--- src/rtl/uprof_pkg.sv ---
package uprof_pkg;
  typedef enum logic [1:0] {
    SEL_COUNT   = 2'd0,
    SEL_HANDLER = 2'd1,
    SEL_SKIP    = 2'd2,
    SEL_RESUME  = 2'd3
  } uprof_sel_e;
endpackage

--- src/rtl/uprof_countdown.sv ---
module uprof_countdown #(
  parameter int CNT_W = 24
) (
  input  logic             clk,
  input  logic             rst_n,
  input  logic             load_en,
  input  logic [CNT_W-1:0] load_val,
  output logic [CNT_W-1:0] cnt_q,
  output logic             expire
);
  localparam logic [CNT_W-1:0] CNT_ONE = CNT_W'(1);
  localparam logic [CNT_W-1:0] CNT_ZERO = '0;

  logic [CNT_W-1:0] cnt_d;
  logic             cnt_en;

  // A load always wins over the decrement.
  // The step from one to zero is the expiry.
  always_comb begin
    cnt_en = load_en || (cnt_q != CNT_ZERO);
    expire = (cnt_q == CNT_ONE) && !load_en;
    if (load_en) cnt_d = load_val;
    else         cnt_d = cnt_q - CNT_ONE;
  end

  always_ff @(posedge clk or negedge rst_n) begin
    if (!rst_n)      cnt_q <= CNT_ZERO;
    else if (cnt_en) cnt_q <= cnt_d;
  end
endmodule

--- src/rtl/uprof_ctx_regs.sv ---
module uprof_ctx_regs #(
  parameter int XLEN   = 32,
  parameter int SKIP_W = 12
) (
  input  logic              clk,
  input  logic              rst_n,
  input  logic              wr_handler,
  input  logic              wr_skip,
  input  logic              wr_clear,
  input  logic [XLEN-1:0]   wdata,
  input  logic              take,
  input  logic [XLEN-1:0]   pc_in,
  output logic [XLEN-1:0]   handler_q,
  output logic [SKIP_W-1:0] skip_q,
  output logic [XLEN-1:0]   resume_q,
  output logic              active_q
);
  logic active_d, active_en;

  always_comb begin
    active_en = take || wr_clear;
    active_d  = take;
  end

  always_ff @(posedge clk or negedge rst_n) begin
    if (!rst_n) handler_q <= '0;
    else if (wr_handler) handler_q <= wdata;
  end

  always_ff @(posedge clk or negedge rst_n) begin
    if (!rst_n) skip_q <= '0;
    else if (wr_skip) skip_q <= wdata[SKIP_W-1:0];
  end

  always_ff @(posedge clk or negedge rst_n) begin
    if (!rst_n) resume_q <= '0;
    else if (take) resume_q <= pc_in;
  end

  always_ff @(posedge clk or negedge rst_n) begin
    if (!rst_n) active_q <= 1'b0;
    else if (active_en) active_q <= active_d;
  end
endmodule

--- src/rtl/uprof_redirect.sv ---
module uprof_redirect #(
  parameter int XLEN   = 32,
  parameter int SKIP_W = 12
) (
  input  logic              clk,
  input  logic              rst_n,
  input  logic              expire,
  input  logic              active,
  input  logic              ack,
  input  logic [XLEN-1:0]   handler,
  input  logic [SKIP_W-1:0] skip,
  input  logic [XLEN-1:0]   sp_in,
  output logic              take,
  output logic              valid_q,
  output logic [XLEN-1:0]   target_q,
  output logic [XLEN-1:0]   sp_q
);
  localparam int PAD_W = XLEN - SKIP_W;

  logic            valid_d, valid_en;
  logic [XLEN-1:0] sp_adj;

  always_comb begin
    take     = expire && !active && !valid_q;
    sp_adj   = sp_in - {{PAD_W{1'b0}}, skip};
    valid_en = take || (valid_q && ack);
    valid_d  = take;
  end

  always_ff @(posedge clk or negedge rst_n) begin
    if (!rst_n) valid_q <= 1'b0;
    else if (valid_en) valid_q <= valid_d;
  end

  always_ff @(posedge clk or negedge rst_n) begin
    if (!rst_n) begin
      target_q <= '0;
      sp_q     <= '0;
    end else if (take) begin
      target_q <= handler;
      sp_q     <= sp_adj;
    end
  end
endmodule

--- src/rtl/uprof_timer_trap.sv ---
module uprof_timer_trap
  import uprof_pkg::*;
#(
  parameter int XLEN   = 32,
  parameter int CNT_W  = 24,
  parameter int SKIP_W = 12
) (
  input  logic            clk,
  input  logic            rst_n,
  input  logic            cfg_we,
  input  logic [1:0]      cfg_sel,
  input  logic [XLEN-1:0] cfg_wdata,
  output logic [XLEN-1:0] cfg_rdata,
  input  logic [XLEN-1:0] resume_pc,
  input  logic [XLEN-1:0] cur_sp,
  input  logic            redir_ack,
  output logic            redir_valid,
  output logic [XLEN-1:0] redir_target,
  output logic [XLEN-1:0] redir_resume,
  output logic [XLEN-1:0] redir_sp,
  output logic            handler_active
);
  localparam int CNT_PAD  = XLEN - CNT_W;
  localparam int SKIP_PAD = XLEN - SKIP_W;

  uprof_sel_e        sel;
  logic              cnt_load, wr_handler, wr_skip, wr_clear;
  logic              expire, take;
  logic [CNT_W-1:0]  cnt_q;
  logic [XLEN-1:0]   handler_q;
  logic [SKIP_W-1:0] skip_q;

  always_comb begin
    sel        = uprof_sel_e'(cfg_sel);
    cnt_load   = cfg_we && (sel == SEL_COUNT);
    wr_handler = cfg_we && (sel == SEL_HANDLER);
    wr_skip    = cfg_we && (sel == SEL_SKIP);
    wr_clear   = cfg_we && (sel == SEL_RESUME);
  end

  uprof_countdown #(.CNT_W(CNT_W)) u_count (
    .clk(clk), .rst_n(rst_n), .load_en(cnt_load),
    .load_val(cfg_wdata[CNT_W-1:0]), .cnt_q(cnt_q), .expire(expire)
  );

  uprof_ctx_regs #(.XLEN(XLEN), .SKIP_W(SKIP_W)) u_ctx (
    .clk(clk), .rst_n(rst_n), .wr_handler(wr_handler), .wr_skip(wr_skip),
    .wr_clear(wr_clear), .wdata(cfg_wdata), .take(take), .pc_in(resume_pc),
    .handler_q(handler_q), .skip_q(skip_q), .resume_q(redir_resume),
    .active_q(handler_active)
  );

  uprof_redirect #(.XLEN(XLEN), .SKIP_W(SKIP_W)) u_redir (
    .clk(clk), .rst_n(rst_n), .expire(expire), .active(handler_active),
    .ack(redir_ack), .handler(handler_q), .skip(skip_q), .sp_in(cur_sp),
    .take(take), .valid_q(redir_valid), .target_q(redir_target), .sp_q(redir_sp)
  );

  always_comb begin
    unique case (sel)
      SEL_COUNT:   cfg_rdata = {{CNT_PAD{1'b0}}, cnt_q};
      SEL_HANDLER: cfg_rdata = handler_q;
      SEL_SKIP:    cfg_rdata = {{SKIP_PAD{1'b0}}, skip_q};
      default:     cfg_rdata = redir_resume;
    endcase
  end
endmodule

--- config.mk ---
export PLATFORM = sky130hd
export DESIGN_NAME = uprof_timer_trap
export DESIGN_NICKNAME = d
export VERILOG_FILES = /design/src/rtl/uprof_pkg.sv /design/src/rtl/uprof_countdown.sv /design/src/rtl/uprof_ctx_regs.sv /design/src/rtl/uprof_redirect.sv /design/src/rtl/uprof_timer_trap.sv
export SDC_FILE = /design/constraint.sdc
export NUM_CORES = 1
export LEC_CHECK = 0
export BUFFER_PORTS_ARGS = -buffer_cell sky130_fd_sc_hd__buf_2
export CELL_PAD_IN_SITES_DETAIL_PLACEMENT = 1
export CELL_PAD_IN_SITES_GLOBAL_PLACEMENT = 2
export CORE_MARGIN = 4
export CORE_UTILIZATION = 32
export CTS_CLUSTER_SIZE = 20
export DETAILED_ROUTE_END_ITERATION = 7
export HOLD_SLACK_MARGIN = 0.02
export PLACE_DENSITY_LB_ADDON = 0.08
export SLEW_MARGIN = 20
export SYNTH_ARGS = -nofsm -noshare
export SYNTH_HDL_FRONTEND = slang
export SYNTH_SLANG_ARGS = --single-unit
--- constraint.sdc ---
create_clock -name clk -period 3.5 [get_ports clk]
set_input_delay 0.35 -clock clk [delete_from_list [all_inputs] [get_ports clk]]
set_output_delay 0.35 -clock clk [all_outputs]
set_load 0.05 [all_outputs]
==> results.tsv, run 1 <==
metric	value	unit
dieWidth	169	um
cts_hold_buf	1	
pwr-share-comb	21.1	%
maxCapViolations	0	
period_minus_slack	2.81	ns
route.detailed.drc	0	
synthFlopType	dfrtp_1	
fin_nets	1204	
tritoncts	yes	
syn_area_per_cell	9.57	um^2
grtUsageTotal	18.8	%
multi_input_area	3900	um^2
cp_cell_sequence	or3_1, or4_1, nor2_1, nand3_4, buf_12, o31ai_1	
via_count	6957	
worstMarginPinSlew	0.823	ns
path_class	reg -> reg	
syn_area	8290	um^2
p_int	3.58	mW
ir_worst_vdd	280	uV
fillers	2963	
grt_max_degree	82	
seqPwrFrac	42.9	%
cts_root_buffer	clkbuf_16	
wl_per_cell	18.7	um
die_h	169	um
hold_class	in -> reg	
final.setup.tns	0	ns
relSlewSlack	45.1	%
regArea	4150	um^2
clk_latency	0.43	ns
ys_ff_latch	166	
p_sw	1.69	mW
finalCritPeriodShare	80.2	%
antenna_found_initial	5	
hpwl	19600	um
ys_async_sr_fraction	100	%
post-cts-setup-buffers	0	
cts.htree.levels	4	
std_cell_rows	58	
drv_slew	0	
cts_resized	0	
synth_cell_types	49	
area_growth_syn_to_layout	25.8	%
clkSlewWorstSetupHoldPaths	0.07	ns
cts_inserted_buffers	17	
yosysTopAreaCellShare	50.1	%
synth_cells	866	
portBuffers	231	
crit_slowest_cell	or4_1	
yosys_warnings	0	
finalSetupViolCount	0	
crit_required	3.84	ns
grt_pass1_wl	42100	um
synth_edf_count	0	
clkPwrFrac	36.0	%
ant_nets	0	
cellPowerDensity	506	nW/um^2
switching_share	32.1	%
routed_wl	26800	um
finish.utilization	41.2	%
drtPass1Iterations	4	
clock-sinks	166	
overflow	0	
viasPerCell	4.87	
finalWeightedCongestion	0.799	
drive_gt1_share	31.4	%
fmax	0.356	GHz
initial_core_util	32.7	%
synth_area_leaders	dfrtp_1, nand2_1, mux2_2	
clockBufferDepth	2	
cp_top_family	simple AND/OR/NAND/NOR gates	
io_pins	232	
end_kind	flip-flop	
worstSetupStartpointType	flip-flop	
critPathMaxFanout	66	
leakagePower	5.35	nW
synth_area_leader_cell	dfrtp_1	
grt_setup_unrepaired	false	
synth_fp_nets	984	
dieArea	28500	um^2
worst_path_largest_cell_delay	0.51	ns
status	finished, final reports clean	
drt_iter0_drc	278	
core_area	25300	um^2
finClkSkew	0.0160	ns
grt_pass1_vias	7338	
arrival	3.14	ns
ys_seq_area_share	50.1	%
hold_violations	0	
path_buf_inv	1	
==> worst reg2reg max path, delay by kind of cell, from the launching register on <==
kind,cells,cell delay [ns]
flops,1,0.45
simple gates,4,1.60
compound gates,1,0.36
buf+inv,1,0.32
==> per-stage QoR <==
stage | worst slack (ns) | hold WS, ns | area, um^2 | std cells | power (mW)
after floorplan | 0.383 | 0.0544 | 8290 | 866 | 3.01
after global placement | 0.687 | 0.446 | 9840 | 1396 | 3.41
after detailed placement | 0.673 | 0.452 | 9840 | 1396 | 3.42
after CTS | 0.670 | 0.0623 | 10400 | 1428 | 5.36
after global routing | 0.506 | 0.0919 | 10400 | 1429 | 5.54
final | 0.694 | 0.0847 | 10400 | 1429 | 5.27
==> flip-flops by register name (all words and copies together) (netlist names) <==
register,cells
u_redir.sp_q,32
u_count.cnt_q,24
u_ctx.resume_q,32
u_ctx.handler_q,32
u_ctx.skip_q,12
u_ctx.active_q,1
u_redir.target_q,32
u_redir.valid_q,1
==> final timing paths <==
check	end	slack, ns	startpoint	depth (start not counted)
setup / recovery	u_redir.sp_q[11]$_DFFE_PN0P_	0.69	u_count.cnt_q[9]$_DFFE_PN0P_	6
min in group asynchronous	u_redir.sp_q[17]$_DFFE_PN0P_	0.53	rst_n	2
hold reg to reg	u_redir.target_q[5]$_DFFE_PN0P_	0.46	u_redir.target_q[5]$_DFFE_PN0P_	2
hold / removal	u_redir.valid_q$_DFFE_PN0P_	0.08	redir_ack	2
max in group asynchronous	u_count.cnt_q[13]$_DFFE_PN0P_	2.01	rst_n	3
setup reg to reg	u_redir.sp_q[11]$_DFFE_PN0P_	0.69	u_count.cnt_q[9]$_DFFE_PN0P_	6
==> layout by cell type (no fill, tap or decap), drive strengths merged, types with 2 or more instances in the layout <==
cell type | Yosys | layout
nor2 | 47 | 47
and3 | 4 | 4
nand3b | 4 | 4
ha | 15 | 15
o41ai | 2 | 2
o22ai | 7 | 7
nand2b | 4 | 4
o21ai | 53 | 53
nand4 | 2 | 2
or4 | 6 | 6
nand3 | 7 | 7
or2 | 5 | 5
clkinv | 0 | 2
xor2 | 14 | 14
a211oi | 11 | 11
o211ai | 2 | 2
mux2i | 20 | 20
nor2b | 10 | 10
nor4 | 7 | 7
nand2 | 259 | 259
a31oi | 6 | 6
o31ai | 5 | 5
buf | 11 | 244
bufinv | 0 | 2
clkinvlp | 0 | 5
mux4 | 12 | 12
xnor2 | 22 | 22
dfrtp | 166 | 166
inv | 19 | 23
clkbuf | 33 | 18
nor3 | 20 | 20
a21oi | 22 | 22
or3 | 11 | 11
a21o | 4 | 4
a311oi | 4 | 4
mux2 | 44 | 44
nor3b | 3 | 3
==> synthesized netlist by cell type, types with 3 or more instances <==
| cell | instances |
|---|---|
| nand2_1 | 259 |
| dfrtp_1 | 166 |
| nor2_1 | 47 |
| mux2_2 | 44 |
| clkbuf_1 | 33 |
| o21ai_0 | 30 |
| a21oi_1 | 22 |
| o21ai_1 | 22 |
| xnor2_1 | 22 |
| mux2i_1 | 20 |
| inv_1 | 19 |
| nor3_1 | 17 |
| ha_1 | 15 |
| xor2_1 | 14 |
| mux4_2 | 12 |
| a211oi_1 | 11 |
| nor2b_1 | 10 |
| buf_2 | 9 |
| or3_1 | 8 |
| nand3_1 | 7 |
| nor4_1 | 7 |
| o22ai_1 | 7 |
| a31oi_1 | 6 |
| o31ai_1 | 5 |
| a21o_1 | 4 |
| a311oi_1 | 4 |
| and3_1 | 4 |
| nand2b_1 | 4 |
| nand3b_1 | 4 |
| or4_1 | 4 |
| nor3b_1 | 3 |
| or2_2 | 3 |
==> final cells by class <==
cell class / count / share of cell area [%]
clock buffers: 18 / 4.12
flip-flops and latches: 166 / 39.9
clock inverters: 13 / 1.40
well taps: 330 / 3.96
multi-input cells: 637 / 37.4
repair buffers: 245 / 12.5
diodes: 1 / 0.0240
inverters: 19 / 0.684
==> power by group through the flow <==
| stage | clock network (mW) | registers, mW | logic [mW] |
|---|---|---|---|
| 2_1_floorplan | 0 | 2.23 | 0.784 |
| 3_3_place_gp | 0 | 2.29 | 1.11 |
| 3_5_place_dp | 0 | 2.30 | 1.12 |
| 4_1_cts | 1.96 | 2.26 | 1.13 |
| 5_1_grt | 2.03 | 2.29 | 1.22 |
| 6_report | 1.90 | 2.26 | 1.11 |
==> layer usage <==
metal  part of all wire [%]  up-vias  global-route usage (%)
li1                       -     3372                       -
met1                     46     3375                    25.3
met2                     46      171                    30.0
met3                    6.5       31                    5.11
met4                    1.3        8                    4.87
met5                   0.25        -                       0
==> kinds of logic (layout without fill, tap and decap cells) <==
| family | count (synthesis) | count (layout) | synth area share (%) |
|---|---|---|---|
| xor+xnor | 36 | 36 | 3.80 |
| buf+inv | 63 | 295 | 2.99 |
| flops | 166 | 166 | 50.1 |
| other cells | 0 | 1 | 0 |
| compound gates | 118 | 118 | 8.38 |
| simple gates | 391 | 391 | 20.5 |
| fa+ha+maj | 16 | 16 | 2.51 |
| mux | 76 | 76 | 11.7 |
(Power assumes the default switching activity.)
==> inputs of run 2 (changes only) <==
- CORE_UTILIZATION: 32 -> 28
- clock period: 3.5 -> 2.57 ns (I/O delays scaled with it)
==> run 2 against run 1 <==
Net effect: register-to-register slack worse by 0.66 ns; first-iteration DRC count shrank 1.8%; clock skew grew 0.0021 ns; highest routed layer unchanged; die area increased by 14%; count of clock-buffer cells in the layout rose by 1; routed wire length grew 4.5%; critical endpoint is now u_redir.sp_q[20]$_DFFE_PN0P_; cell count is 7.9% higher; non-clock buffer count up 59.
==> results.tsv, run 2 (synthesis results as in run 1) <==
metric	value	unit	change
drive_gt1_share	33.6	%	was 31.4%
end_kind	flip-flop		unchanged
dp.cells	1478		was 1396
maxCapViolations	0		unchanged
crit_required	2.88	ns	was 3.84 ns
finalInstanceArea	11100	um^2	was 10400 um^2
period_minus_slack	2.53	ns	was 2.81 ns
whs	0.0384	ns	was 0.0847 ns
cts.htree.levels	4		unchanged
relSlewSlack	59.9	%	was 45.1%
pwr-share-comb	22.5	%	was 21.1%
hold_violations	0		unchanged
core_area	28900	um^2	was 25300 um^2
reg2regPathDepth	9		was 6
drv_slew	0		unchanged
fmax	0.395	GHz	was 0.356 GHz
drt_iter0_drc	273		was 278
critPathMaxFanout	3		was 66
grt_setup_unrepaired	true		was false
fillers	3360		was 2963
overflow	0		unchanged
finalCritPeriodShare	98.6	%	was 80.2%
clock-sinks	166		unchanged
die_h	180	um	was 169 um
switching_share	32.2	%	was 32.1%
clk_latency	0.44	ns	was 0.43 ns
cts_inserted_buffers	17		unchanged
cts_root_buffer	clkbuf_16		unchanged
via_count	7200		was 6957
tritoncts	yes		unchanged
worstReg2RegEnd	u_redir.sp_q[20]$_DFFE_PN0P_		was u_redir.sp_q[11]$_DFFE_PN0P_
num_antenna_cells	0		was 1
routed_wl	28000	um	was 26800 um
finalWeightedCongestion	0.759		was 0.799
p_int	5.03	mW	was 3.58 mW
grt_max_degree	65		was 82
route.detailed.drc	0		unchanged
clkSlewWorstSetupHoldPaths	0.07	ns	about the same
hold_class	in -> reg		unchanged
worstMarginPinSlew	0.602	ns	was 0.823 ns
layout_commonest_cell	nand2_1		unchanged
initial_core_util	28.6	%	was 32.7%
placed_area	10200	um^2	was 9840 um^2
reg2reg_slack	0.04	ns	was 0.69 ns
layout.cells.non_filler	1542		was 1429
wl_per_cell	18.2	um	was 18.7 um
std_cell_rows	62		was 58
timing.rr.start	u_ctx.skip_q[11]$_DFFE_PN0P_		was u_count.cnt_q[9]$_DFFE_PN0P_
portBuffers	231		unchanged
arrival	2.85	ns	was 3.14 ns
finClkSkew	0.0181	ns	was 0.0160 ns
area_growth_syn_to_layout	34.3	%	was 25.8%
p_sw	2.39	mW	was 1.69 mW
total_power	7.41	mW	was 5.27 mW
hp-start	resume_pc[4]		was redir_ack
cellPowerDensity	666	nW/um^2	was 506 nW/um^2
finalSetupViolCount	0		unchanged
setup_ws	0.0366	ns	was 0.694 ns
path_class	reg -> reg		unchanged
clockBufferDepth	2		unchanged
fin_nets	1263		was 1204
drtPass1Iterations	4		unchanged
grt_pass1_vias	7755		was 7338
viasPerCell	4.67		was 4.87
hpwl	20700	um	was 19600 um
grtUsageTotal	17.3	%	was 18.8%
dieArea	32400	um^2	was 28500 um^2
io_pins	232		unchanged
hold_end	u_ctx.resume_q[4]$_DFFE_PN0P_		was u_redir.valid_q$_DFFE_PN0P_
ir_worst_vdd	330	uV	was 280 uV
worstSetupStartpointType	flip-flop		unchanged
clkPwrFrac	36.3	%	was 36.0%
min_path_cells	3		was 2
ant_nets	0		unchanged
seqPwrFrac	41.2	%	was 42.9%
grt_pass1_wl	45000	um	was 42100 um
status	finished, final reports clean		unchanged
final_cell_mix	nand2_1, buf_2, dfrtp_1		unchanged
leakagePower	5.66	nW	was 5.35 nW
antenna_found_initial	3		was 5
pre_cts_slack	-0.0296	ns	was 0.673 ns
dieWidth	180	um	was 169 um
-- run 2: cell types whose count changed in the layout (fill, tap and decap cells not counted), sizes merged --
cell / delta
buf: +32
inv: +3
clkinv: +1
diode: -1
dlygate4sd3: +27
clkinvlp: -4
clkbuf: +1
-- run 2: how the worst max path moves through the flow --
stage                                 start                           end  cells past startpoint
2_1_floorplan                    cfg_sel[0]                 cfg_rdata[12]                      5
3_3_place_gp                     cur_sp[11]  u_redir.sp_q[30]$_DFFE_PN0P_                      9
3_5_place_dp   u_ctx.skip_q[11]$_DFFE_PN0P_  u_redir.sp_q[30]$_DFFE_PN0P_                      9
4_1_cts        u_ctx.skip_q[11]$_DFFE_PN0P_  u_redir.sp_q[22]$_DFFE_PN0P_                      9
5_1_grt         u_ctx.skip_q[0]$_DFFE_PN0P_  u_redir.sp_q[18]$_DFFE_PN0P_                      9
6_report       u_ctx.skip_q[11]$_DFFE_PN0P_  u_redir.sp_q[20]$_DFFE_PN0P_                      9
-- run 2: power by group through the flow --
stage               registers (mW)  logic (mW)  clock network (mW)
detailed placement            3.11        1.63                   0
global route                  3.09        1.85                2.89
finish                        3.05        1.67                2.69
global placement              3.10        1.62                   0
CTS                           3.06        1.68                2.79
floorplan                     3.04        1.07                   0
-- run 2: worst max-delay path, stage by stage (launching register included) --
cell and delay (ns):
dfrtp_1 0.35, inv_1 0.05, ha_2 0.17, or3_4 0.38, a21o_1 0.18, or4_4 0.49
or3_4 0.43, buf_4 0.16, xor2_1 0.13, o21ai_1 0.07
-- run 2: area by class of cell --
type,instances,area [um^2],share of cell area [%]
Clock buffer,19,443,3.98
Clock inverter,13,160,1.44
Inverter,19,71.3,0.641
Multi-Input combinational cell,637,3960,35.6
Sequential cell,166,4150,37.3
Tap cell,384,480,4.32
Timing Repair Buffer,304,1860,16.7
-- run 2: per-stage QoR --
stage	TNS (ns)	utilization, %
after global placement	0	35.1
after global routing	-0.155	38.5
after floorplan	0	-
final	0	38.5
after CTS	0	38.2
after detailed placement	-0.0339	35.1
-- run 2: timing repair --
item	4_1_cts	5_1_grt
gates cloned	0	0
hold buffers	28	0
hold endpoints to repair	82	0
buffers inserted	2	2
pin swaps	3	3
setup endpoints to repair	2	78
gates resized for setup	0	16
-- run 2: routing by layer --
metal	vias to the layer above	global-route usage, %	share of wire, %
met1	3510	23.2	46
li1	3505	-	-
met4	6	3.45	0.81
met2	158	28.7	48
met3	21	4.42	5.4
met5	-	0	0.16
==> inputs of run 3 (changes only) <==
- CORE_UTILIZATION: 28 -> 32
- GPL_ROUTABILITY_DRIVEN: not set -> 0
- RECOVER_POWER: not set -> 100
- clock period: 2.57 -> 2.4 ns (I/O delays scaled with it)
==> run 3 against run 2 <==
Net effect: the flow now finishes with violations (max-capacitance violations, max-slew violations, negative setup slack); combinational power grew 17%; routed wire length grew 1.1%; count of clock-buffer cells in the layout is the same; setup slack lost 0.14 ns; highest routed layer unchanged; sequential cell count is the same; critical path depth is the same; largest cell class unchanged; utilization grew 6.1 points; global-route usage grew 2.2 points; via count grew 2.7%; cell area grew 1.3%.
==> results.tsv, run 3 (synthesis results as in run 1) <==
metric	value	unit	change
status	finished with violations		was finished, final reports clean
failed_checks	max-capacitance violations, max-slew violations, negative setup slack		
grt_pass1_vias	7827		was 7755
finalInstanceArea	11300	um^2	was 11100 um^2
fin_nets	1296		was 1263
antenna_found_initial	5		was 3
overflow	0		unchanged
drt_iter0_drc	274		was 273
clock-sinks	166		unchanged
io_pins	232		unchanged
area_growth_syn_to_layout	36.1	%	was 34.3%
cts_root_buffer	clkbuf_16		unchanged
route.detailed.drc	0		unchanged
total_power	8.06	mW	was 7.41 mW
layout_commonest_cell	nand2_1		unchanged
whs	0.0389	ns	was 0.0384 ns
relSlewSlack	-22.3	%	was 59.9%
grtUsageTotal	19.6	%	was 17.3%
clockBufferDepth	2		unchanged
hp-start	resume_pc[0]		was resume_pc[4]
cts.htree.levels	4		unchanged
drv_slew	69		was 0
initial_core_util	32.7	%	was 28.6%
clkSlewWorstSetupHoldPaths	0.07	ns	about the same
dieArea	28500	um^2	was 32400 um^2
grt_pass1_wl	44400	um	was 45000 um
end_kind	flip-flop		unchanged
critPathMaxFanout	3		unchanged
cts_inserted_buffers	17		unchanged
tritoncts	yes		unchanged
drtPass1Iterations	6		was 4
finalSetupViolCount	5		was 0
clk_latency	0.43	ns	was 0.44 ns
worstReg2RegEnd	u_redir.sp_q[22]$_DFFE_PN0P_		was u_redir.sp_q[20]$_DFFE_PN0P_
ant_nets	0		unchanged
portBuffers	231		unchanged
pwr-share-comb	24.2	%	was 22.5%
grt_setup_unrepaired	true		unchanged
arrival	2.80	ns	was 2.85 ns
std_cell_rows	58		was 62
die_h	169	um	was 180 um
fmax	0.400	GHz	was 0.395 GHz
p_int	5.46	mW	was 5.03 mW
ir_worst_vdd	378	uV	was 330 uV
hold_end	u_ctx.resume_q[0]$_DFFE_PN0P_		was u_ctx.resume_q[4]$_DFFE_PN0P_
reg2reg_slack	-0.1	ns	was 0.04 ns
placed_area	10300	um^2	was 10200 um^2
timing.rr.start	u_ctx.skip_q[11]$_DFFE_PN0P_		unchanged
finClkSkew	0.0171	ns	was 0.0181 ns
min_path_cells	3		unchanged
setup_ws	-0.0985	ns	was 0.0366 ns
hpwl	20500	um	was 20700 um
routed_wl	28300	um	was 28000 um
seqPwrFrac	40.3	%	was 41.2%
finish.utilization	44.5	%	was 38.5%
reg2regPathDepth	9		unchanged
drive_gt1_share	26.9	%	was 33.6%
hold_violations	0		unchanged
wl_per_cell	18.6	um	was 18.2 um
final.setup.tns	-0.277	ns	was 0 ns
clkPwrFrac	35.5	%	was 36.3%
hold_class	in -> reg		unchanged
via_count	7394		was 7200
dieWidth	169	um	was 180 um
maxCapViolations	1		was 0
p_sw	2.60	mW	was 2.39 mW
leakagePower	5.34	nW	was 5.66 nW
worstMarginPinSlew	1.83	ns	was 0.602 ns
final_cell_mix	nand2_1, dfrtp_1, clkbuf_1		was nand2_1, buf_2, dfrtp_1
viasPerCell	4.86		was 4.67
core_area	25300	um^2	was 28900 um^2
finalCritPeriodShare	104	%	was 98.6%
crit_required	2.70	ns	was 2.88 ns
worstSetupStartpointType	flip-flop		unchanged
path_class	reg -> reg		unchanged
cellPowerDensity	715	nW/um^2	was 666 nW/um^2
switching_share	32.2	%	about the same
grt_max_degree	69		was 65
period_minus_slack	2.50	ns	was 2.53 ns
num_antenna_cells	0		unchanged
-- run 3: cell types whose count changed in the layout (fill, tap and decap cells not counted), sizes merged --
cell	change
clkbuf	+144
buf	-117
dlygate4sd3	+6
clkinv	-2
clkinvlp	+1
inv	+1
-- run 3: cell type report --
type,instances,area (um^2)
Inverter,19,71.3
Timing Repair Buffer,337,1970
Fill cell,2998,14100
Multi-Input combinational cell,637,4070
Clock buffer,19,443
Clock inverter,13,159
Sequential cell,166,4150
Tap cell,330,413
-- run 3: critical path, cell delays in order, from the launching register on --
cell	delay, ns
dfrtp_1	0.35
inv_1	0.05
ha_2	0.17
or3_4	0.33
a21o_1	0.19
or4_4	0.49
or3_4	0.45
nor3_4	0.15
xnor2_1	0.14
o21ai_1	0.07
-- run 3: worst max path at each step --
stage	from	to	slack [ns]	cells after the start
2_1_floorplan	cfg_sel[0]	cfg_rdata[12]	-0.12	5
4_1_cts	u_ctx.skip_q[11]$_DFFE_PN0P_	u_redir.sp_q[22]$_DFFE_PN0P_	-0.11	9
6_report	u_ctx.skip_q[11]$_DFFE_PN0P_	u_redir.sp_q[22]$_DFFE_PN0P_	-0.1	9
5_1_grt	u_count.cnt_q[9]$_DFFE_PN0P_	u_count.cnt_q[16]$_DFFE_PN0P_	-0.20	9
3_3_place_gp	u_ctx.skip_q[2]$_DFFE_PN0P_	u_redir.sp_q[19]$_DFFE_PN0P_	-0.18	10
3_5_place_dp	u_ctx.skip_q[2]$_DFFE_PN0P_	u_redir.sp_q[19]$_DFFE_PN0P_	-0.15	10
-- run 3: per-layer routing --
| layer | global-route usage [%] | vias to the layer above | routed length, um |
|---|---|---|---|
| met5 | 0 | - | 56 |
| met4 | 3.18 | 10 | 204 |
| met3 | 5.72 | 26 | 1740 |
| met2 | 31.1 | 166 | 13300 |
| met1 | 27.0 | 3625 | 13100 |
| li1 | - | 3567 | - |
-- run 3: metrics by stage --
stage	instances	setup slack (ns)
global route	1521	-0.204
CTS	1517	-0.105
finish	1521	-0.0985
global placement	1450	-0.177
floorplan	866	-0.122
detailed placement	1450	-0.150
-- run 3: timing repair --
action                                  CTS  global route
gates resized for setup                   6            29
pin swaps                                 3             9
gates cloned                              0             2
setup buffers                             1             2
hold buffers                             34             0
endpoints found under the hold margin    96             0
endpoints found under the setup margin    6            77
-- run 3: power by group through the flow --
stage	registers [mW]	logic, mW	clock network [mW]
finish	3.25	1.95	2.86
global route	3.29	2.15	3.06
CTS	3.24	1.95	2.96
detailed placement	3.29	1.89	0
global placement	3.28	1.86	0
floorplan	3.25	1.16	0
